[config.mk]
export PLATFORM = sky130hd
export DESIGN_NAME = dac_cmd_decoder
export DESIGN_NICKNAME = d
export VERILOG_FILES = /design/src/rtl/dac_dec_pkg.sv /design/src/rtl/dac_frame_fsm.sv /design/src/rtl/dac_cmd_decode.sv /design/src/rtl/dac_regs.sv /design/src/rtl/dac_cmd_decoder.sv
export SDC_FILE = /design/constraint.sdc
export NUM_CORES = 1
export LEC_CHECK = 0
export BUFFER_PORTS_ARGS = -buffer_cell sky130_fd_sc_hd__buf_2
export CAP_MARGIN = 25
export CELL_PAD_IN_SITES_DETAIL_PLACEMENT = 1
export CELL_PAD_IN_SITES_GLOBAL_PLACEMENT = 1
export CORE_AREA = 2 2 86 88
export CTS_BUF_LIST = sky130_fd_sc_hd__clkbuf_4 sky130_fd_sc_hd__clkbuf_8
export DETAILED_ROUTE_END_ITERATION = 12
export DIE_AREA = 0 0 88 90
export HOLD_SLACK_MARGIN = 0.08
export PLACE_DENSITY = 0.79
export SLEW_MARGIN = 20
export SYNTH_ARGS = -nofsm -noshare
export SYNTH_HDL_FRONTEND = slang
export SYNTH_SLANG_ARGS = --single-unit
[constraint.sdc]
create_clock -name clk -period 1.72 [get_ports clk]
set_input_delay 0.086 -clock clk [delete_from_list [all_inputs] [get_ports clk]]
set_output_delay 0.086 -clock clk [all_outputs]
set_load 0.01 [all_outputs]
[src/rtl/dac_dec_pkg.sv]
package dac_dec_pkg;
    localparam int BYTE_W = 8;
    localparam int IDX_W  = 2;
    localparam int MODE_W = 3;

    localparam int C_PD    = 0;
    localparam int C_RSV1  = 1;
    localparam int C_BSRC  = 2;
    localparam int C_RSV3  = 3;
    localparam int C_LD_LO = 4;
    localparam int C_LD_HI = 5;

    typedef enum logic [2:0] {
        S_IDLE, S_CTRL, S_MSB, S_LSB, S_ACK, S_DROP
    } frame_state_t;

    typedef enum logic [1:0] {
        LD_STAGE  = 2'b00,
        LD_DIRECT = 2'b01,
        LD_STAGED = 2'b10,
        LD_BCAST  = 2'b11
    } load_kind_t;
endpackage

[src/rtl/dac_frame_fsm.sv]
module dac_frame_fsm
    import dac_dec_pkg::*;
#(
    parameter int BW = BYTE_W
) (
    input  logic          clk,
    input  logic          rst_n,
    input  logic          frame_start,
    input  logic          frame_stop,
    input  logic          byte_valid,
    input  logic [IDX_W-1:0] byte_idx,
    input  logic [BW-1:0] byte_data,
    input  logic          ack_done,
    output logic [BW-1:0] ctrl_q,
    output logic [BW-1:0] msb_q,
    output logic [BW-1:0] lsb_q,
    output logic          frame_done
);
    frame_state_t state, state_nx;
    logic         take;

    assign take = byte_valid && !frame_start && !frame_stop;

    always_comb begin
        state_nx = state;
        if (frame_start) begin
            state_nx = S_CTRL;
        end else if (frame_stop) begin
            state_nx = S_IDLE;
        end else begin
            unique case (state)
                S_IDLE: state_nx = S_IDLE;
                S_CTRL: if (byte_valid) state_nx = (byte_idx == 2'd0) ? S_MSB : S_DROP;
                S_MSB:  if (byte_valid) state_nx = (byte_idx == 2'd1) ? S_LSB : S_DROP;
                S_LSB:  if (byte_valid) state_nx = (byte_idx == 2'd2) ? S_ACK : S_DROP;
                S_ACK: begin
                    if (byte_valid)    state_nx = S_DROP;
                    else if (ack_done) state_nx = S_IDLE;
                end
                S_DROP: state_nx = S_DROP;
            endcase
        end
    end

    always_ff @(posedge clk) begin
        if (!rst_n) state <= S_IDLE;
        else        state <= state_nx;
    end

    always_comb begin
        frame_done = (state == S_ACK) && ack_done && !byte_valid
                     && !frame_start && !frame_stop;
    end

    always_ff @(posedge clk) begin
        if (!rst_n) begin
            ctrl_q <= '0;
            msb_q  <= '0;
            lsb_q  <= '0;
        end else if (take) begin
            if (state == S_CTRL && byte_idx == 2'd0) ctrl_q <= byte_data;
            if (state == S_MSB  && byte_idx == 2'd1) msb_q  <= byte_data;
            if (state == S_LSB  && byte_idx == 2'd2) lsb_q  <= byte_data;
        end
    end

    // a dropped frame never reaches the acknowledge-wait state without a new start
    a_r11_drop_sticks: assert property (@(posedge clk) disable iff (!rst_n)
        (state == S_DROP && !frame_start) |=> (state == S_DROP || state == S_IDLE));

    // a completed frame returns the sequencer to idle
    a_r8_done_to_idle: assert property (@(posedge clk) disable iff (!rst_n)
        frame_done |=> state == S_IDLE);
endmodule

[src/rtl/dac_cmd_decode.sv]
module dac_cmd_decode
    import dac_dec_pkg::*;
#(
    parameter int BW = BYTE_W,
    parameter int MW = MODE_W
) (
    input  logic [BW-1:0]   ctrl,
    input  logic [BW-1:0]   msb,
    input  logic [BW-1:0]   lsb,
    output logic            legal,
    output logic            wr_stage,
    output logic            do_load,
    output logic            src_stage,
    output logic            new_pd,
    output logic [MW-1:0]   new_mode,
    output logic [2*BW-1:0] new_data
);
    load_kind_t kind;

    always_comb begin
        kind     = load_kind_t'(ctrl[C_LD_HI:C_LD_LO]);
        legal    = !ctrl[C_RSV3] && !ctrl[C_RSV1]
                   && !(ctrl[C_BSRC] && kind != LD_BCAST);
        new_pd   = ctrl[C_PD];
        new_mode = msb[BW-1 -: MW];
        new_data = {msb, lsb};
        wr_stage  = 1'b0;
        do_load   = 1'b0;
        src_stage = 1'b0;
        unique case (kind)
            LD_STAGE:  wr_stage = 1'b1;
            LD_DIRECT: begin wr_stage = 1'b1; do_load = 1'b1; end
            LD_STAGED: begin do_load = 1'b1; src_stage = 1'b1; end
            LD_BCAST:  begin do_load = 1'b1; src_stage = !ctrl[C_BSRC]; end
        endcase
    end
endmodule

[src/rtl/dac_regs.sv]
module dac_regs
    import dac_dec_pkg::*;
#(
    parameter int DW = 2*BYTE_W,
    parameter int MW = MODE_W
) (
    input  logic          clk,
    input  logic          rst_n,
    input  logic          commit,
    input  logic          wr_stage,
    input  logic          do_load,
    input  logic          src_stage,
    input  logic          new_pd,
    input  logic [MW-1:0] new_mode,
    input  logic [DW-1:0] new_data,
    output logic [DW-1:0] dac_code,
    output logic [MW-1:0] pd_mode
);
    logic          stg_pd;
    logic [MW-1:0] stg_mode;
    logic [DW-1:0] stg_data;

    logic          sel_pd;
    logic [MW-1:0] sel_mode;
    logic [DW-1:0] sel_data;

    always_comb begin
        sel_pd   = src_stage ? stg_pd   : new_pd;
        sel_mode = src_stage ? stg_mode : new_mode;
        sel_data = src_stage ? stg_data : new_data;
    end

    always_ff @(posedge clk) begin
        if (!rst_n) begin
            stg_pd   <= 1'b0;
            stg_mode <= '0;
            stg_data <= '0;
        end else if (commit && wr_stage) begin
            stg_pd   <= new_pd;
            stg_mode <= new_mode;
            stg_data <= new_data;
        end
    end

    always_ff @(posedge clk) begin
        if (!rst_n) begin
            dac_code <= '0;
            pd_mode  <= '0;
        end else if (commit && do_load) begin
            if (sel_pd) begin
                pd_mode <= sel_mode;
            end else begin
                dac_code <= sel_data;
                pd_mode  <= '0;
            end
        end
    end

    // outputs hold between commits
    a_r8_hold_without_commit: assert property (@(posedge clk) disable iff (!rst_n)
        !commit |=> ($stable(dac_code) && $stable(pd_mode)));

    // a staging-only commit leaves the outputs alone
    a_r2_stage_only: assert property (@(posedge clk) disable iff (!rst_n)
        (commit && !do_load) |=> ($stable(dac_code) && $stable(pd_mode)));

    // loading staged plain data copies the staged word
    a_r4_staged_copy: assert property (@(posedge clk) disable iff (!rst_n)
        (commit && do_load && src_stage && !stg_pd)
        |=> (dac_code == $past(stg_data) && pd_mode == '0));

    // a loaded power-down request keeps the code
    a_r7_pd_keeps_code: assert property (@(posedge clk) disable iff (!rst_n)
        (commit && do_load && sel_pd) |=> $stable(dac_code));
endmodule

[src/rtl/dac_cmd_decoder.sv]
module dac_cmd_decoder
    import dac_dec_pkg::*;
#(
    parameter int BW = BYTE_W,
    parameter int MW = MODE_W
) (
    input  logic              clk,
    input  logic              rst_n,
    input  logic              frame_start,
    input  logic              frame_stop,
    input  logic              byte_valid,
    input  logic [IDX_W-1:0]  byte_idx,
    input  logic [BW-1:0]     byte_data,
    input  logic              ack_done,
    output logic [2*BW-1:0]   dac_code,
    output logic [MW-1:0]     pd_mode,
    output logic              pd_active
);
    localparam int DW = 2 * BW;

    logic [BW-1:0] ctrl_q, msb_q, lsb_q;
    logic          frame_done, legal, commit;
    logic          wr_stage, do_load, src_stage, new_pd;
    logic [MW-1:0] new_mode;
    logic [DW-1:0] new_data;

    dac_frame_fsm #(.BW(BW)) u_fsm (
        .clk(clk), .rst_n(rst_n),
        .frame_start(frame_start), .frame_stop(frame_stop),
        .byte_valid(byte_valid), .byte_idx(byte_idx), .byte_data(byte_data),
        .ack_done(ack_done),
        .ctrl_q(ctrl_q), .msb_q(msb_q), .lsb_q(lsb_q),
        .frame_done(frame_done)
    );

    dac_cmd_decode #(.BW(BW), .MW(MW)) u_dec (
        .ctrl(ctrl_q), .msb(msb_q), .lsb(lsb_q),
        .legal(legal), .wr_stage(wr_stage), .do_load(do_load),
        .src_stage(src_stage), .new_pd(new_pd),
        .new_mode(new_mode), .new_data(new_data)
    );

    assign commit = frame_done && legal;

    dac_regs #(.DW(DW), .MW(MW)) u_regs (
        .clk(clk), .rst_n(rst_n), .commit(commit),
        .wr_stage(wr_stage), .do_load(do_load), .src_stage(src_stage),
        .new_pd(new_pd), .new_mode(new_mode), .new_data(new_data),
        .dac_code(dac_code), .pd_mode(pd_mode)
    );

    assign pd_active = |pd_mode;

    // a completed frame with reserved bits set changes nothing
    a_r10_reserved_discard: assert property (@(posedge clk) disable iff (!rst_n)
        (frame_done && !legal) |=> ($stable(dac_code) && $stable(pd_mode)));

    // a stop pulse never updates the outputs
    a_r9_stop_no_update: assert property (@(posedge clk) disable iff (!rst_n)
        frame_stop |=> ($stable(dac_code) && $stable(pd_mode)));
endmodule

==> results.json <==
{
  "h-tree-depth": 3,
  "drt-total-wl_um": 7360,
  "cp_slowest_cell": "dfxtp_1",
  "slew_headroom": 0.659,
  "grt_pass1_wl_um": 12300,
  "clock_latency_ns": 0.34,
  "gp_congestion": 0.760,
  "clk_pin_slew_worst_paths_ns": 0.07,
  "ff2ff_path_depth": 6,
  "synth.largest_area_cell": "dfxtp_1",
  "syn_avg_cell_area_um2": 9.54,
  "fill_cells": 815,
  "hold_viol": 0,
  "syn2layout_area_growth_pct": 26.1,
  "vias_per_cell": 5.24,
  "route.detailed.drc": 0,
  "crit_path_end": "u_regs.dac_code[15]",
  "grt_max_degree": 60,
  "die_x_um": 88,
  "worstPathRequired_ns": 2.00,
  "clkSinkCount": 61,
  "syn_area_um2": 2790,
  "cts_buffers": 9,
  "critPathMaxStageDelay_ns": 0.34,
  "globalRouteOverflowTotal": 0,
  "r2r-start": "u_fsm.state[0]",
  "synth_cell_types": 39,
  "r2r_end": "u_regs.dac_code[15]",
  "rsz0062_at_grt": "yes",
  "start_kind": "register",
  "setup_viol": 16,
  "clock.fmax_mhz": 572,
  "max-cap-violations": 0,
  "startpoint": "u_fsm.state[0]",
  "setup_slack_ns": -0.0268,
  "cp_max_fo": 16,
  "drtIter0Drc": 116,
  "outcome": "finished with violations",
  "critPathArrivalTime_ns": 2.03,
  "multiInputGateArea_um2": 1450,
  "drv_slew": 0,
  "postCtsSetupBuffers": 0,
  "clock-root-buffer": "clkbuf_8",
  "hpwl_um": 5000,
  "cp-end-kind": "register",
  "synth_nets": 308,
  "hp-class": "in2reg",
  "fp.dieH_um": 90,
  "finalCritPeriodShare": 1.02,
  "seq_area_um2": 1220,
  "diodes": 0,
  "first_pass_iters": 4,
  "critPathKind": "reg2reg",
  "crit_chain": "nor4b_4 -> nand4_1 -> buf_4 -> a2111oi_4 -> buf_12 -> o221a_2",
  "ys_seq_area_frac": 0.438,
  "drive_gt1_frac": 0.282,
  "ys_ff_latch": 61,
  "clockBufferDepth": 2,
  "yosysTopAreaCellShare": 0.438,
  "fin_crit_ns": 1.75,
  "worst_pin_slew_ns": 0.511,
  "start_util": 0.397,
  "synthCells": 292,
  "power_w": 0.00270,
  "yosysWarnings": 0,
  "powerDensity_nw_per_um2": 770,
  "die_area_um2": 7920,
  "placed_cell_area_um2": 3210,
  "fin_skew_ns": 0.0130,
  "track_usage": 0.199,
  "io_buffers": 35,
  "cts_tree": "done",
  "vias": 2359,
  "antenna_found_initial": 0,
  "io_pins": 36,
  "core_um2": 7020,
  "leakagePower_nw": 1.43,
  "antenna_left": 0,
  "wl_per_cell_um": 16.3,
  "grt_pass1_vias": 2454,
  "ir_worst_vdd_v": 0.000393,
  "finalInstanceArea_um2": 3510,
  "rows": 31,
  "layout.nets": 362,
  "ff2ff_setup_slack_ns": -0.03,
  "failed_checks": "negative setup slack",
  "synth.area.top_cells": "dfxtp_1 (44%), mux2i_1 (11%), nor2b_1 (7.2%)"
}
==> Yosys cell counts <==
cell        n
nand4b_1    1
clkbuf_1   16
nor4b_2     1
nor3_4      1
nand2_1    13
nand3b_1    2
nor4_1      1
o31a_1      1
o22ai_1     1
and3_1      3
nor3_1     19
nand4_1     2
dfxtp_1    61
a2111oi_4   1
a21boi_1    1
nor2_1     24
or2_1       1
nor2b_1    32
a21bo_2     1
a2111o_1    1
a21oi_1    18
a31o_2      1
or4b_4      1
o221a_2    16
or3_1       1
nor4b_4     1
o21ai_0     9
a2111oi_0   2
inv_1       3
o21a_1      1
a21boi_0    8
o21bai_1    3
buf_1       1
buf_2       6
a32oi_1     1
o311a_1     3
nor3b_1     1
buf_6       2
mux2i_1    31
==> worst min-delay path by stage <==
stage | from | endpoint | slack, ns | cells after the start
2_1_floorplan | rst_n | u_fsm.state[2] | 0.22 | 2
3_3_place_gp | byte_data[6] | u_fsm.lsb_q[6] | 0.38 | 3
3_5_place_dp | byte_data[2] | u_fsm.lsb_q[2] | 0.38 | 3
4_1_cts | byte_valid | u_fsm.state[1] | 0.12 | 2
5_1_grt | byte_valid | u_fsm.state[1] | 0.14 | 2
6_report | byte_valid | u_fsm.state[1] | 0.14 | 2
==> placed cells by master (no fill, tap or decap), types with 5 or more instances in the layout <==
master and n:
a21boi_0 7, a21oi_1 18, buf_12 5, buf_2 35, buf_4 14, clkbuf_8 10, dfxtp_1 60, dlygate4sd3_1 11
mux2i_1 31, nand2_1 13, nor2_1 24, nor2b_1 32, nor3_1 19, o21ai_0 9, o221a_2 16
==> cell type report <==
cell class | count | area share
clock buffer | 10 | 0.0392
clock inverter | 6 | 0.0110
inverter | 3 | 0.00321
multi-input combinational | 203 | 0.414
sequential | 61 | 0.348
tap | 99 | 0.0353
timing repair buffer | 68 | 0.149
==> metal layers <==
layer  wire length, µm  track usage  up-vias
met3               197       0.0422        8
met2              3770        0.343       40
met5                 0            0        -
met1              3280        0.242     1150
met4               104       0.0667        0
li1                  -            -     1161
==> timing repair <==
action,4_1_cts,5_1_grt
endpoints found under the setup margin,17,32
resized for setup,2,4
pin swaps,1,0
hold endpoints to repair,21,0
gates cloned,0,0
hold buffers,11,0
==> flip-flops by register name, indices dropped and copies added, names as in the netlist <==
register and cells:
u_fsm.ctrl_q 6, u_regs.stg_mode 1, u_fsm.state 3, u_regs.stg_pd 1
u_regs.dac_code 16, u_fsm.msb_q 8, u_regs.stg_data 15, u_regs.pd_mode 3
u_fsm.lsb_q 8
==> stage by stage <==
| stage | utilization | setup TNS, ns | setup WS (ns) | hold WS (ns) | cells |
|---|---|---|---|---|---|
| global route | 0.500 | -2.13 | -0.126 | 0.138 | 450 |
| detailed placement | 0.457 | -0.00299 | -0.00299 | 0.380 | 423 |
| floorplan | - | -1.69 | -0.0702 | 0.221 | 292 |
| finish | 0.500 | -0.232 | -0.0268 | 0.141 | 450 |
| global placement | 0.457 | 0 | 0.0510 | 0.376 | 423 |
| CTS | 0.499 | -0.226 | -0.0307 | 0.124 | 450 |
==> power by group <==
group,switching (W),internal (W)
Combinational,0.0000740,0.0000696
Clock,0.000588,0.000556
Sequential,0.00000268,0.00141
Total,0.000664,0.00204
==> worst max-delay path: cells and delay by family (launching register included) <==
kind / cells / cell delay [ns]
compound gates: 2 / 0.44
buf+inv: 2 / 0.40
flops: 1 / 0.34
simple gates: 2 / 0.51
==> logic make-up (layout without fill, tap and decap cells) <==
family                 Yosys count  after routing  synth area share
AND/OR/NAND/NOR                104            104             0.210
flip-flops                      61             61             0.438
AO/OA/AOI/OAI                   68             68             0.195
buffers and inverters           28             87            0.0458
multiplexers                    31             31             0.111
Note: power is estimated with default switching activity, not from simulation.
